<file path="config.mk">
export PLATFORM = sky130hd
export DESIGN_NAME = xfield_switch
export DESIGN_NICKNAME = d
export VERILOG_FILES = /design/src/rtl/xpt_pkg.sv /design/src/rtl/xpt_src_mask.sv /design/src/rtl/xpt_dst_mask.sv /design/src/rtl/xpt_out_reg.sv /design/src/rtl/xfield_switch.sv
export SDC_FILE = /design/constraint.sdc
export NUM_CORES = 1
export LEC_CHECK = 0
export CAP_MARGIN = 20
export CORE_UTILIZATION = 25
export DETAILED_ROUTE_END_ITERATION = 7
export PLACE_DENSITY = 0.66
export SYNTH_ARGS = -nofsm -noshare
export SYNTH_HDL_FRONTEND = slang
export SYNTH_HIERARCHICAL = 1
export SYNTH_SLANG_ARGS = --single-unit
export TNS_END_PERCENT = 5
</file>
<file path="constraint.sdc">
create_clock -name clk -period 1.1 [get_ports clk]
set_input_delay 0.11 -clock clk [delete_from_list [all_inputs] [get_ports clk]]
set_output_delay 0.11 -clock clk [all_outputs]
set_load 0.1 [all_outputs]
</file>
<file path="src/rtl/xpt_pkg.sv">
package xpt_pkg;
    localparam int XPT_FIELDS = 4;
    localparam int XPT_SEL_W  = $clog2(XPT_FIELDS);

    typedef logic [XPT_FIELDS-1:0] field_vec_t;
    typedef logic [XPT_SEL_W-1:0]  field_sel_t;

    typedef struct packed {
        field_sel_t src;
        field_sel_t dst;
    } route_ctl_t;

    function automatic field_vec_t sel_to_onehot(input field_sel_t sel);
        field_vec_t v;
        v = '0;
        v[sel] = 1'b1;
        return v;
    endfunction
endpackage

</file>
<file path="src/rtl/xpt_src_mask.sv">
module xpt_src_mask
    import xpt_pkg::*;
#(
    parameter int FIELD_W = 8
) (
    input  logic [XPT_FIELDS*FIELD_W-1:0] in_bus,
    input  field_sel_t                    src,
    output logic [FIELD_W-1:0]            term
);
    field_vec_t live;

    assign live = sel_to_onehot(src);

    // One shared product term per bit position; masked fields are don't-care.
    for (genvar b = 0; b < FIELD_W; b++) begin : g_term
        always_comb begin
            term[b] = 1'b0;
            for (int f = 0; f < XPT_FIELDS; f++) begin
                term[b] = term[b] | (live[f] & in_bus[f*FIELD_W + b]);
            end
        end
    end
endmodule

</file>
<file path="src/rtl/xpt_dst_mask.sv">
module xpt_dst_mask
    import xpt_pkg::*;
(
    input  field_sel_t dst,
    input  logic       fanout_en,
    input  field_vec_t dst_vec,
    output field_vec_t drive
);
    assign drive = fanout_en ? dst_vec : sel_to_onehot(dst);
endmodule

</file>
<file path="src/rtl/xpt_out_reg.sv">
module xpt_out_reg
    import xpt_pkg::*;
#(
    parameter int FIELD_W = 8
) (
    input  logic                          clk,
    input  logic                          rst,
    input  logic [FIELD_W-1:0]            term,
    input  field_vec_t                    drive,
    output logic [XPT_FIELDS*FIELD_W-1:0] out_q
);
    for (genvar f = 0; f < XPT_FIELDS; f++) begin : g_fld
        always_ff @(posedge clk) begin
            if (rst) begin
                out_q[f*FIELD_W +: FIELD_W] <= '0;
            end else begin
                out_q[f*FIELD_W +: FIELD_W] <= drive[f] ? term : '0;
            end
        end

        AST_IDLE_FIELD_ZERO: assert property (@(posedge clk) disable iff (rst)
            !drive[f] |=> (out_q[f*FIELD_W +: FIELD_W] == '0));
    end

    AST_RESET_CLEARS: assert property (@(posedge clk)
        rst |=> (out_q == '0));
endmodule

</file>
<file path="src/rtl/xfield_switch.sv">
module xfield_switch
    import xpt_pkg::*;
#(
    parameter int FIELD_W = 8
) (
    input  logic                          clk,
    input  logic                          rst,
    input  logic [1:0]                    src_sel,
    input  logic [1:0]                    dst_sel,
    input  logic                          fanout_en,
    input  logic [3:0]                    dst_vec,
    input  logic [XPT_FIELDS*FIELD_W-1:0] in_bus,
    output logic [XPT_FIELDS*FIELD_W-1:0] out_bus
);
    route_ctl_t         ctl;
    logic [FIELD_W-1:0] term;
    field_vec_t         drive;
    field_vec_t         fld_nz;

    assign ctl.src = src_sel;
    assign ctl.dst = dst_sel;

    xpt_src_mask #(.FIELD_W(FIELD_W)) u_src (
        .in_bus (in_bus),
        .src    (ctl.src),
        .term   (term)
    );

    xpt_dst_mask u_dst (
        .dst       (ctl.dst),
        .fanout_en (fanout_en),
        .dst_vec   (dst_vec),
        .drive     (drive)
    );

    xpt_out_reg #(.FIELD_W(FIELD_W)) u_reg (
        .clk   (clk),
        .rst   (rst),
        .term  (term),
        .drive (drive),
        .out_q (out_bus)
    );

    always_comb begin
        for (int f = 0; f < XPT_FIELDS; f++) begin
            fld_nz[f] = |out_bus[f*FIELD_W +: FIELD_W];
        end
    end

    AST_ROUTE_SINGLE: assert property (@(posedge clk) disable iff (rst)
        !fanout_en |=> (out_bus[$past(dst_sel)*FIELD_W +: FIELD_W]
                        == $past(in_bus[src_sel*FIELD_W +: FIELD_W])));

    AST_ONE_DEST_ONLY: assert property (@(posedge clk) disable iff (rst)
        !fanout_en |=> ($countones(fld_nz) <= 1));

    AST_FANOUT_NONE: assert property (@(posedge clk) disable iff (rst)
        (fanout_en && dst_vec == '0) |=> (out_bus == '0));
endmodule

</file>
==> results of run 1 <==
-- synth_stat cells, drive strengths merged --
master,instances
o21ai,3
o31ai,1
nand2,5
mux4,8
dfxtp,32
nand2b,2
and3b,32
buf,5
-- placed cells by master (no fill, tap or decap), drive strengths merged --
cell type      count
dlymetal6s2s       2
clkbuf             8
and3b             32
clkdlybuf4s50     36
buf               39
dlygate4sd2        3
dfxtp             32
nand2              5
o21ai              3
o31ai              1
nand2b             2
mux4               8
-- cells by family (layout without fill, tap and decap cells) --
| kind of cell | after synthesis | count (layout) | share of synthesized area, % |
|---|---|---|---|
| AO/OA/AOI/OAI | 4 | 4 | 1.83 |
| AND/OR/NAND/NOR | 39 | 39 | 28.5 |
| buffers and inverters | 5 | 88 | 3.05 |
| multiplexers | 8 | 8 | 14.6 |
| flip-flops | 32 | 32 | 52.0 |
-- power by group through the flow --
stage	clock network (W)	registers, W	logic (W)
finish	0.000942	0.00126	0.00101
detailed placement	0	0.00129	0.00100
global route	0.00101	0.00127	0.00104
CTS	0.000963	0.00126	0.00101
floorplan	0	0.00165	0.000164
global placement	0	0.00129	0.000986
-- final timing paths --
path / slack (ns) / cells after the start / to / from
max: -0.002 / 3 / u_reg/out_q[3] / in_bus[27]
min: 0.41 / 3 / u_reg/out_q[8] / in_bus[24]
-- what timing repair did --
item                       in CTS  in global routing
cloned                          0                  0
setup endpoints to repair      32                 32
gates resized for setup         9                  6
pin swaps                       2                  7
hold buffers                    0                  0
buffers inserted                1                  0
-- through the flow --
step	total power, W	hold WS, ns	cell area, µm²	utilization (%)	TNS [ns]
2_1_floorplan	0.00182	0.338	1230	-	0
3_3_place_gp	0.00227	0.578	2400	50.8	-16.09
3_5_place_dp	0.00229	0.577	2400	50.8	-16.80
4_1_cts	0.00323	0.520	2510	53.2	0
5_1_grt	0.00332	0.429	2530	53.6	-0.0495
6_report	0.00321	0.406	2530	53.6	-0.00206
-- worst max-delay path: stages --
cell,delay (ns)
clkdlybuf4s50_1,0.41
mux4_2,0.52
and3b_2,0.24
-- layout make-up --
| type | instances | area share, % |
|---|---|---|
| tap | 67 | 3.31 |
| sequential | 32 | 25.3 |
| clock buffer | 7 | 3.80 |
| timing repair buffer | 81 | 44.6 |
| multi-input combinational | 51 | 23.0 |
-- layer usage --
metal | up-vias | wire length [µm] | global-route usage, %
met5 | - | 0 | 0
li1 | 485 | - | -
met2 | 49 | 1860 | 26.8
met3 | 7 | 245 | 4.86
met4 | 0 | 84 | 8.71
met1 | 456 | 1310 | 13.9
==> impl_results.md, run 1 <==
- Outcome: finished, violations left
- Failing checks: setup timing
- Core area: 4720 µm²
- I/O pin total: 75
- Main area contributors after synthesis: dfxtp_1, and3b_2, mux4_2
- Largest Register: u_reg/out_q
- Iteration-0 DRC Markers: 30
- CP Data Arrival Time: around 1.3 ns
- Vias in the first global route: ~1,000
- Mapped Area: 1230 µm²
- Relative slew slack: between 70 and 80%
- DRT antenna net count: 0
- Max Freq: 908 MHz
- Maximum vdd drop: 0.475 mV
- Final hold viol count: 0
- Clock Tree Buf Depth: 2
- Horiz. Die Dim: 72.2 µm
- RSZ-0062 raised after global routing: yes
- Post-synthesis instance total: 88
- Row cnt: 25
- Synthesized area per cell: 14.0 µm²
- Flop pwr share: 39.3%
- Combinational cell fraction of total power: 31.4%
- Total wire length: 3.49 mm
- Critical path required time: approximately 1.3 ns
- Register area share after synthesis: 52.0%
- Cells after DPL: 230
- #FFs+latches synth: 32
- DR DRC count: 0
- Post-layout min period: 1.10 ns
- CTS buffer count: 5
- Crit Path Category: in2reg
- Area leader, netlist: dfxtp_1
- Die H: between 70 and 80 µm
- H-tree depth: 2
- Max Slew Vio Count: 0
- GRT Resource Usage Total: 14.6%
- IO Port Bufs: 74
- Placer Congestion: 0.769
- Hold Crit Class: in2reg
- Final Worst Setup Slack: -0.00186 ns
- First-pass GRT wire length: 5.28 mm
- Yosys warns: 6
- Sw Ratio: 30.7%
- Final HPWL DP: 2.94 mm
- Die footprint: 5210 µm²
- Fin crit share: 100%
- ANT cells: 0
- Area of the multi-input gates: 582 µm²
- Worst Tran Pin Value: 0.399 ns
- Cell area power density: 1270 nW/µm²
- CP startpoint kind: input pin
- Initial antenna violation count: 0
- Biggest regs: u_reg/out_q: 32 flops
- Psw: 0.000985 W
- First drt pass iteration count: 4
- Clock transition at path regs: 0.06 ns
- Int Pwr: 0.00223 W
- Final non-filler cell total: 238
- CP Capture Type: register
- Vias: 997
- Clock sink total: 32
- Number of fill cells: 409
- # setup viols final: 2
- Routed WL per cell: 14.7 µm
- Pre-CTS setup slack: -0.573 ns
- Root Driver: clkbuf_8
- Share of cells above drive strength 1: 52.6%
- Crit-path max FO: 4
- Starting Density: 26.1%
- Syn nets: 131
- Static Leakage: about 1.1 nW
- Area delta synth->final: 105%
- Synth cell types: 10
- Clk pwr share: 29.3%
- Register area: 641 µm²
- Largest net degree at the start of global routing: 33
- Via/cell ratio: 4.19
- Top cell type's share of synthesized area: 52.0%
- Overflow after GRT: 0
- Nets: 214
- Max FFs per register: 32
- TritonCTS clock tree: done
- Max-Cap Viols: 0
(Power assumes the default switching activity.)
==> run 2, diff against run 1 <==
Settings changed: GPL_TIMING_DRIVEN set to 0.
==> run 2 against run 1 <==
Against the previous run:
- the run now ends clean
- global-route usage is 1.1 points lower
- setup slack better by 0.0035 ns
- non-clock buffer count is 4 lower
- critical path depth stayed put
- via count is 0.70% lower
- combinational power is 15% lower
- largest cell class unchanged
- core utilization is 8.2 points lower
- count of clock-buffer cells in the layout stayed put
- fmax is 0.32% higher
- die area stayed put
- sequential cell count stayed put
==> impl_results.md, run 2 (synthesized netlist as in run 1, its figures left out) <==
- Clock transition at path regs: 0.06 ns (about the same)
- Post-CTS Setup Bufs: 0 (-1)
- Biggest regs: u_reg/out_q: 32 flops
- Starting Density: 26.1% (unchanged)
- Crit-path max FO: 4 (unchanged)
- Clock sink total: 32 (unchanged)
- Setup crit end: u_reg/out_q[4]
- Flop pwr share: 40.6% (+1.3 points)
- IO Port Bufs: 72 (-2.7%)
- Total Power: 0.00303 W (-5.8%)
- Root Driver: clkbuf_8
- CP Data Arrival Time: 1.27 ns (about the same)
- Final hold viol count: 0 (unchanged)
- Number of fill cells: 445 (+8.8%)
- Combinational cell fraction of total power: 28.3% (-3.1 points)
- CP Capture Type: register
- Int Pwr: 0.00207 W (-7.1%)
- Most frequent cells in the layout: buf_4, and3b_2, dfxtp_1
- Post-layout util: 45.4% (-8.2 points)
- ANT cells: 0 (unchanged)
- Final HPWL DP: 2.65 mm (-9.7%)
- Overflow after GRT: 0 (unchanged)
- Critical path required time: 1.27 ns (about the same)
- DR DRC count: 0 (unchanged)
- Total wire length: 3.39 mm (-2.9%)
- Sw Ratio: 31.7% (+0.98 points)
- H-tree depth: 2 (unchanged)
- Die footprint: 5210 µm² (unchanged)
- Clk pwr share: 31.1% (+1.8 points)
- Post-layout min period: 1.10 ns (-0.00349 ns)
- Core area: 4720 µm² (unchanged)
- Iteration-0 DRC Markers: 43 (+43%)
- Max Slew Vio Count: 0 (unchanged)
- Placer Congestion: 0.724 (-5.8%)
- RSZ-0062 raised after global routing: yes
- Slowest-stage cell, CP: mux4_2
- Die H: 72.2 µm (unchanged)
- Max FFs per register: 32 (unchanged)
- First-pass GRT wire length: 5.22 mm (-1.0%)
- Row cnt: 25 (unchanged)
- Maximum vdd drop: 0.449 mV (-5.5%)
- I/O pin total: 75 (unchanged)
- Fin Hold WS: 0.381 ns (-0.0247 ns)
- # setup viols final: 0 (-2)
- Cell area power density: 1410 nW/µm² (+11%)
- First drt pass iteration count: 4 (unchanged)
- CTS buffer count: 5 (unchanged)
- CP startpoint kind: input pin
- Share of cells above drive strength 1: 53.3% (+0.66 points)
- Worst path max stage delay: 0.53 ns (about the same)
- Hold Crit Class: in2reg
- Horiz. Die Dim: 72.2 µm (unchanged)
- Nets: 210 (-1.9%)
- Via/cell ratio: 4.23 (+1.0%)
- Outcome: finished clean
- Cells after DPL: 227 (-1.3%)
- Area delta synth->final: 73.9%
- Static Leakage: 1.12 nW (+1.6%)
- TritonCTS clock tree: done
- Initial antenna violation count: 0 (unchanged)
- Vias: 990 (-0.70%)
- GRT Resource Usage Total: 13.4% (-1.1 points)
- Max Freq: 910 MHz (+0.32%)
- Critical-path cell list: clkdlybuf4s50_1, mux4_2, and3b_2
- Fin crit share: 99.9% (-0.32 points)
- Max-Cap Viols: 0 (unchanged)
- Vias in the first global route: 1,057 (+1.1%)
- Beginning of the critical path: in_bus[28]
- Relative slew slack: 65.6% (-7.8 points)
- Largest net degree at the start of global routing: 11 (-67%)
- Largest Register: u_reg/out_q
- DRT antenna net count: 0 (unchanged)
- Worst Tran Pin Value: 0.516 ns (+0.118 ns)
- Psw: 0.000958 W (-2.8%)
- Crit Path Category: in2reg
- # hold bufs at CTS: 0 (unchanged)
- Clock Tree Buf Depth: 2 (unchanged)
- Routed WL per cell: 14.5 µm (-1.3%)
- Final non-filler cell total: 234 (-1.7%)
==> run 2: routing by layer <==
layer | track usage [%] | wire length, µm | vias up
met2 | 22.3 | 1630 | 56
met3 | 4.03 | 296 | 10
met1 | 15.4 | 1360 | 447
met5 | 0 | 0 | -
li1 | - | - | 477
met4 | 7.41 | 99 | 0
==> run 2: final cells by class <==
cell class | instances | area [µm²] | share of cell area, %
Multi-Input combinational cell | 51 | 609 | 28.4
Tap cell | 67 | 83.8 | 3.91
Clock buffer | 7 | 96.3 | 4.50
Buffer | 5 | 37.5 | 1.75
Sequential cell | 32 | 641 | 29.9
Timing Repair Buffer | 72 | 676 | 31.5
==> run 2: power groups by stage <==
stage,sequential [W],combinational (W),clock (W)
2_1_floorplan,0.00165,0.000164,0
3_3_place_gp,0.00125,0.000852,0
3_5_place_dp,0.00126,0.000864,0
4_1_cts,0.00123,0.000855,0.000950
5_1_grt,0.00123,0.000889,0.00101
6_report,0.00123,0.000855,0.000941
==> run 2: per-stage QoR <==
step	area [µm²]	setup TNS, ns	setup slack [ns]
finish	2140	0	0.00163
global route	2140	-0.00629	-0.00419
CTS	2070	-0.0274	-0.0208
detailed placement	2040	-27.92	-0.571
global placement	2040	-25.71	-0.453
floorplan	1230	0	0.0202
==> run 2: how the worst min path moves through the flow <==
| stage | from | to | slack [ns] | cells past startpoint |
|---|---|---|---|---|
| 2_1_floorplan | rst | u_reg/out_q[0] | 0.34 | 1 |
| 3_3_place_gp | src_sel[1] | u_reg/out_q[15] | 0.66 | 3 |
| 3_5_place_dp | src_sel[1] | u_reg/out_q[22] | 0.67 | 3 |
| 4_1_cts | src_sel[1] | u_reg/out_q[21] | 0.38 | 3 |
| 5_1_grt | src_sel[1] | u_reg/out_q[29] | 0.40 | 3 |
| 6_report | src_sel[1] | u_reg/out_q[22] | 0.38 | 3 |
==> run 2: critical path: cells and delay by family <==
| kind | cells | cell delay [ns] |
|---|---|---|
| mux | 1 | 0.53 |
| buf+inv | 1 | 0.40 |
| simple gates | 1 | 0.23 |
==> run 2: what timing repair did <==
| item | CTS | global route |
|---|---|---|
| resized for setup | 202 | 20 |
| pin swaps | 4 | 7 |
| endpoints found under the setup margin | 64 | 30 |
